===== src/rtl/evt_capture_pkg.sv =====
package evt_capture_pkg;
    localparam int unsigned CTRL_OFFSET  = 32'h40;
    localparam int unsigned CAPT_OFFSET  = 32'h44;
    localparam int unsigned ENABLE_BIT   = 1;
    localparam int unsigned SLEEP_LINES  = 3;
    localparam int unsigned MISC_LINES   = 2;
    localparam int unsigned EXTRA_LINES  = MISC_LINES + SLEEP_LINES;
endpackage


===== src/rtl/evt_pulse_merge.sv =====
module evt_pulse_merge
    import evt_capture_pkg::*;
#(
    parameter int unsigned NUM_PORTS   = 8,
    parameter int unsigned ABSENT_PORT = 6,
    localparam int unsigned CAP_W      = NUM_PORTS + EXTRA_LINES
) (
    input  logic [NUM_PORTS-1:0]   port_evt,
    input  logic                   phy_evt,
    input  logic                   tsync_evt,
    input  logic [SLEEP_LINES-1:0] sleep_evt,
    output logic [CAP_W-1:0]       set_vec
);
    for (genvar i = 0; i < NUM_PORTS; i++) begin : g_port
        if (i == ABSENT_PORT) begin : g_absent
            assign set_vec[i] = 1'b0;
        end else begin : g_present
            assign set_vec[i] = port_evt[i];
        end
    end

    assign set_vec[NUM_PORTS]     = phy_evt;
    assign set_vec[NUM_PORTS + 1] = tsync_evt;

    for (genvar s = 0; s < SLEEP_LINES; s++) begin : g_sleep
        assign set_vec[NUM_PORTS + MISC_LINES + s] = sleep_evt[s];
    end
endmodule


===== src/rtl/evt_sticky_reg.sv =====
module evt_sticky_reg #(
    parameter int unsigned CAP_W       = 13,
    parameter int unsigned ABSENT_PORT = 6
) (
    input  logic             clk,
    input  logic             rst_n,
    input  logic [CAP_W-1:0] set_vec,
    input  logic [CAP_W-1:0] clr_vec,
    output logic [CAP_W-1:0] cap_q
);
    typedef struct packed {
        logic [CAP_W-1:0] cap;
    } sticky_t;

    sticky_t st_d, st_q;

    always_comb begin
        st_d     = st_q;
        st_d.cap = (st_q.cap & ~clr_vec) | set_vec;
    end

    always_ff @(posedge clk or negedge rst_n) begin
        if (!rst_n) st_q <= '0;
        else        st_q <= st_d;
    end

    assign cap_q = st_q.cap;

    for (genvar i = 0; i < CAP_W; i++) begin : g_chk
        // a pulse always lands, even against a clearing write
        assert_pulse_lands_R6: assert property (@(posedge clk) disable iff (!rst_n)
            set_vec[i] |=> cap_q[i]);
        // cleared bit without a new pulse drops
        assert_clear_drops_R5: assert property (@(posedge clk) disable iff (!rst_n)
            (clr_vec[i] && !set_vec[i]) |=> !cap_q[i]);
        // a set bit holds while not cleared
        assert_sticky_hold_R5: assert property (@(posedge clk) disable iff (!rst_n)
            (cap_q[i] && !clr_vec[i]) |=> cap_q[i]);
    end

    if (ABSENT_PORT < CAP_W) begin : g_absent_chk
        assert_absent_zero_R7: assert property (@(posedge clk) disable iff (!rst_n)
            cap_q[ABSENT_PORT] == 1'b0);
    end
endmodule


===== src/rtl/evt_host_regs.sv =====
module evt_host_regs
    import evt_capture_pkg::*;
#(
    parameter int unsigned CAP_W  = 13,
    parameter int unsigned ADDR_W = 8,
    parameter int unsigned DATA_W = 32
) (
    input  logic              clk,
    input  logic              rst_n,
    input  logic [ADDR_W-1:0] reg_addr,
    input  logic              reg_wen,
    input  logic [DATA_W-1:0] reg_wdata,
    input  logic [CAP_W-1:0]  cap_q,
    output logic [CAP_W-1:0]  clr_vec,
    output logic              enable_q,
    output logic [DATA_W-1:0] reg_rdata
);
    localparam logic [ADDR_W-1:0] A_CTRL = ADDR_W'(CTRL_OFFSET);
    localparam logic [ADDR_W-1:0] A_CAPT = ADDR_W'(CAPT_OFFSET);

    typedef struct packed {
        logic enable;
    } ctrl_t;

    ctrl_t ct_d, ct_q;

    always_comb begin
        ct_d      = ct_q;
        clr_vec   = '0;
        reg_rdata = '0;
        if (reg_wen && reg_addr == A_CTRL) ct_d.enable = reg_wdata[ENABLE_BIT];
        if (reg_wen && reg_addr == A_CAPT) clr_vec     = reg_wdata[CAP_W-1:0];
        if (reg_addr == A_CTRL) begin
            reg_rdata[ENABLE_BIT] = ct_q.enable;
        end else if (reg_addr == A_CAPT) begin
            reg_rdata[CAP_W-1:0] = cap_q;
        end
    end

    always_ff @(posedge clk or negedge rst_n) begin
        if (!rst_n) ct_q <= '0;
        else        ct_q <= ct_d;
    end

    assign enable_q = ct_q.enable;

    // reserved capture bits never read back
    assert_reserved_zero_R8: assert property (@(posedge clk) disable iff (!rst_n)
        (reg_addr == A_CAPT) |-> (reg_rdata[DATA_W-1:CAP_W] == '0));
    // other offsets read as zero
    assert_unmapped_zero_R11: assert property (@(posedge clk) disable iff (!rst_n)
        (reg_addr != A_CAPT && reg_addr != A_CTRL) |-> (reg_rdata == '0));
    // enable only moves on a control write
    assert_enable_stable_R9: assert property (@(posedge clk) disable iff (!rst_n)
        !(reg_wen && reg_addr == A_CTRL) |=> $stable(enable_q));
endmodule


===== src/rtl/evt_capture_top.sv =====
module evt_capture_top
    import evt_capture_pkg::*;
#(
    parameter int unsigned NUM_PORTS   = 8,
    parameter int unsigned ABSENT_PORT = 6,
    parameter int unsigned ADDR_W      = 8,
    parameter int unsigned DATA_W      = 32,
    localparam int unsigned CAP_W      = NUM_PORTS + EXTRA_LINES
) (
    input  logic                   clk,
    input  logic                   rst_n,
    input  logic [NUM_PORTS-1:0]   port_evt,
    input  logic                   phy_evt,
    input  logic                   tsync_evt,
    input  logic [SLEEP_LINES-1:0] sleep_evt,
    input  logic [ADDR_W-1:0]      reg_addr,
    input  logic                   reg_wen,
    input  logic [DATA_W-1:0]      reg_wdata,
    output logic [DATA_W-1:0]      reg_rdata,
    output logic [CAP_W-1:0]       src_irq,
    output logic                   host_irq
);
    logic [CAP_W-1:0] set_vec;
    logic [CAP_W-1:0] clr_vec;
    logic [CAP_W-1:0] cap_q;
    logic             enable_q;

    evt_pulse_merge #(
        .NUM_PORTS   (NUM_PORTS),
        .ABSENT_PORT (ABSENT_PORT)
    ) u_merge (
        .port_evt  (port_evt),
        .phy_evt   (phy_evt),
        .tsync_evt (tsync_evt),
        .sleep_evt (sleep_evt),
        .set_vec   (set_vec)
    );

    evt_sticky_reg #(
        .CAP_W       (CAP_W),
        .ABSENT_PORT (ABSENT_PORT)
    ) u_sticky (
        .clk     (clk),
        .rst_n   (rst_n),
        .set_vec (set_vec),
        .clr_vec (clr_vec),
        .cap_q   (cap_q)
    );

    evt_host_regs #(
        .CAP_W  (CAP_W),
        .ADDR_W (ADDR_W),
        .DATA_W (DATA_W)
    ) u_regs (
        .clk       (clk),
        .rst_n     (rst_n),
        .reg_addr  (reg_addr),
        .reg_wen   (reg_wen),
        .reg_wdata (reg_wdata),
        .cap_q     (cap_q),
        .clr_vec   (clr_vec),
        .enable_q  (enable_q),
        .reg_rdata (reg_rdata)
    );

    always_comb begin
        src_irq  = cap_q & {CAP_W{enable_q}};
        host_irq = |src_irq;
    end

    // delivery off silences every line
    assert_gate_off_R9: assert property (@(posedge clk) disable iff (!rst_n)
        !enable_q |-> (src_irq == '0 && !host_irq));
    // combined line rises only with a pending enabled source
    assert_host_rise_R10: assert property (@(posedge clk) disable iff (!rst_n)
        $rose(host_irq) |-> (enable_q && cap_q != '0));
endmodule


===== config.mk =====
export PLATFORM = sky130hd
export DESIGN_NAME = evt_capture_top
export DESIGN_NICKNAME = d
export VERILOG_FILES = /design/src/rtl/evt_capture_pkg.sv /design/src/rtl/evt_pulse_merge.sv /design/src/rtl/evt_sticky_reg.sv /design/src/rtl/evt_host_regs.sv /design/src/rtl/evt_capture_top.sv
export SDC_FILE = /design/constraint.sdc
export NUM_CORES = 1
export LEC_CHECK = 0
export ABC_AREA = 1
export BUFFER_PORTS_ARGS = -buffer_cell sky130_fd_sc_hd__buf_2
export CORE_MARGIN = 8
export CORE_UTILIZATION = 38
export CTS_BUF_LIST = sky130_fd_sc_hd__clkbuf_4
export DETAILED_ROUTE_END_ITERATION = 8
export PLACE_DENSITY = 0.79
export SETUP_SLACK_MARGIN = 0.1
export SLEW_MARGIN = 40
export SYNTH_ARGS = -nofsm -noshare
export SYNTH_HDL_FRONTEND = slang
export SYNTH_SLANG_ARGS = --single-unit

===== constraint.sdc =====
create_clock -name clk -period 1.6 [get_ports clk]
set_clock_uncertainty 0.2 [all_clocks]
set_input_delay 0.16 -clock clk [delete_from_list [all_inputs] [get_ports clk]]
set_output_delay 0.16 -clock clk [all_outputs]
set_load 0.01 [all_outputs]

==> flow_metrics.py <==
metrics = {
    "critical_path": {
        "crit_family": "flip-flops",
        "cpMaxStageDelayCell": "dfrtp_2",
        "arrival_ps": 1430,
        "crit_required_ps": 1240,
        "start_kind": "flip-flop",
        "worstPathCellList": "buf_6, nand2_2, nand4_1, nor2_1, nand3_1, buf_2",
        "critPathCaptureType": "output port",
        "critPathMaxStageDelay_ps": 480,
        "crit_fanout": 6,
        "crit_buf_inv": 2,
        "path_class": "reg -> out",
    },
    "sta": {
        "slew_violations": 0,
        "hold_violations": 0,
        "layout_min_cycle_time_ps": 1790,
        "post-route-period-util_pct": 112,
        "finalSetupViolCount": 2,
        "fmax_ghz": 0.560,
        "setup_tns_ps": -218,
        "rsz0062_at_grt": "true",
        "fin_ws_ps": -185,
        "timing.hold.ws_ps": 87.5,
    },
    "power": {
        "power_mw": 0.847,
        "ir_worst_vdd_mv": 0.347,
        "p_leak_nw": 1.18,
        "p_per_area_mw_per_mm2": 462,
    },
    "cells_and_area": {
        "final_design_area_no_fill_sq_mm": 0.00183,
        "area_growth_pct": 64.7,
        "fin_cells": 289,
        "final_util_pct": 65.9,
        "nNetsFinal": 314,
        "drive_gt1_share_pct": 37.7,
        "layout_commonest_cell": "buf_2",
        "n_fill_cell": 253,
        "multiInputGateArea_sq_um": 571,
        "ff_latch_area_sq_um": 352,
        "layout_common_cells": "buf_2 (56), nand2_1 (35), inv_1 (33)",
    },
    "floorplan": {
        "dieArea_sq_mm": 0.00492,
        "die_x_um": 70.1,
        "die_y_um": 70.1,
        "pin_count": 102,
        "core_sq_mm": 0.00278,
        "rows": 19,
        "start_util_pct": 40.0,
    },
    "detailed_routing": {
        "wire_per_inst_um": 12.9,
        "totalWireLength_mm": 3.72,
        "dr.pass1.iters": 4,
        "drcViolationCount": 0,
        "drt_iter0_markers": 40,
        "vias": 1264,
        "ant_nets": 0,
        "vias_per_cell": 4.37,
    },
    "run_status": {
        "violations": "setup timing",
        "status": "finished with violations",
    },
    "clocking": {
        "root_buffer": "clkbuf_4",
        "clk-insertion-delay-late_ps": 270,
        "cts.sinks": 14,
        "cts_max_path_buffers": 2,
        "cts_buffers": 3,
        "cts_tree": "yes",
        "clkTransAtPathRegs_ps": 90,
        "htree_levels": 1,
    },
    "synthesis": {
        "yosysTopAreaCell": "dfrtp_1",
        "ys_seq_elements": 14,
        "synth_area_leaders": "dfrtp_1 (31%), nand2_1 (14%), buf_4 (14%)",
        "netlist.area_leader.share_pct": 31.5,
        "yosysWarnings": 0,
        "synth.avg_cell_area_sq_um": 6.87,
        "seq_area_frac_synth_pct": 31.5,
        "synth-edff-count": 0,
        "synth_cells": 162,
        "synth_flop_cell": "dfrtp_1",
        "synth_area_sq_mm": 0.00111,
        "synthArstFlopShare_pct": 100,
        "ys_types": 19,
    },
    "min_path": {
        "holdCritPathClass": "in -> reg",
    },
    "placed_design": {
        "gp_routability_congestion": 0.849,
        "placed_cells": 253,
        "port_buffers": 62,
        "place_hpwl_mm": 2.55,
        "place_area_sq_mm": 0.00138,
        "dp_slack_ps": 9.59,
    },
    "grt": {
        "gr-total-overflow": 0,
        "grt.total_usage_pct": 14.8,
        "grt_pass1_vias": 1323,
        "antenna_found_initial": 1,
        "grt_max_degree": 17,
        "grt_first_pass_wirelength_mm": 6.01,
    },
    "job": {
        "maxCapViolCount": 0,
    },
}
==> worst reg2reg max path: stages (launching register included) <==
cell	delay, ps
dfrtp_2	480
buf_6	160
nand2_1	60
nand2_1	50
==> flip-flops by register name (all words and copies together) (netlist names) <==
signal / flops
u_sticky.cap_q: 13
u_regs.enable_q: 1
==> what timing repair did <==
| action | CTS | global route |
|---|---|---|
| pin swaps | 3 | 4 |
| resized for setup | 15 | 18 |
| hold buffers | 27 | 0 |
| buffers inserted | 3 | 1 |
| hold endpoints to repair | 28 | 0 |
| endpoints found under the setup margin | 16 | 13 |
==> layer usage <==
layer	GRT usage [%]	wire, um
met1	13.2	1310
met2	28.0	2040
met3	7.20	338
met4	4.69	34
met5	0	0
==> synth_stat cells (2+ instances only) <==
library cell and count:
buf_4 21, dfrtp_1 14, inv_1 39, nand2_1 43
nand2_2 2, nand3_1 4, nand4_1 15, nor2_1 10
nor3b_1 2, nor3b_2 3
==> layout make-up <==
cell class	count	area share (%)
timing repair buffer	97	38.1
multi-input combinational	103	31.1
sequential	14	19.2
inverter	39	7.98
tap	31	2.11
clock buffer	3	1.23
clock inverter	1	0.205
antenna	1	0.136
==> final timing paths <==
check	startpoint	cells past startpoint	slack, ps	end
max	u_regs.enable_q	6	-190	host_irq
min	reg_wen	3	90	u_regs.enable_q
max reg2reg	u_regs.enable_q	3	550	u_regs.enable_q
min reg2reg	u_sticky.cap_q[9]	2	300	u_sticky.cap_q[9]
max in group asynchronous	rst_n	2	840	u_regs.enable_q
min in group asynchronous	rst_n	2	100	u_sticky.cap_q[9]
==> kinds of logic after synthesis <==
group	after synthesis	synth area share, %
simple gates	83	38.7
buf+inv	63	29.1
flops	14	31.5
compound gates	1	0.449
other cells	1	0.337
==> report_power, final <==
part	total, mW	internal, mW	switching (mW)	leakage, nW
registers	0.361	0.356	0.00420	0.126
clock network	0.208	0.0903	0.117	0.0154
logic	0.278	0.137	0.141	1.03
total	0.847	0.584	0.263	1.18
Power figures use the tool's default switching activity.
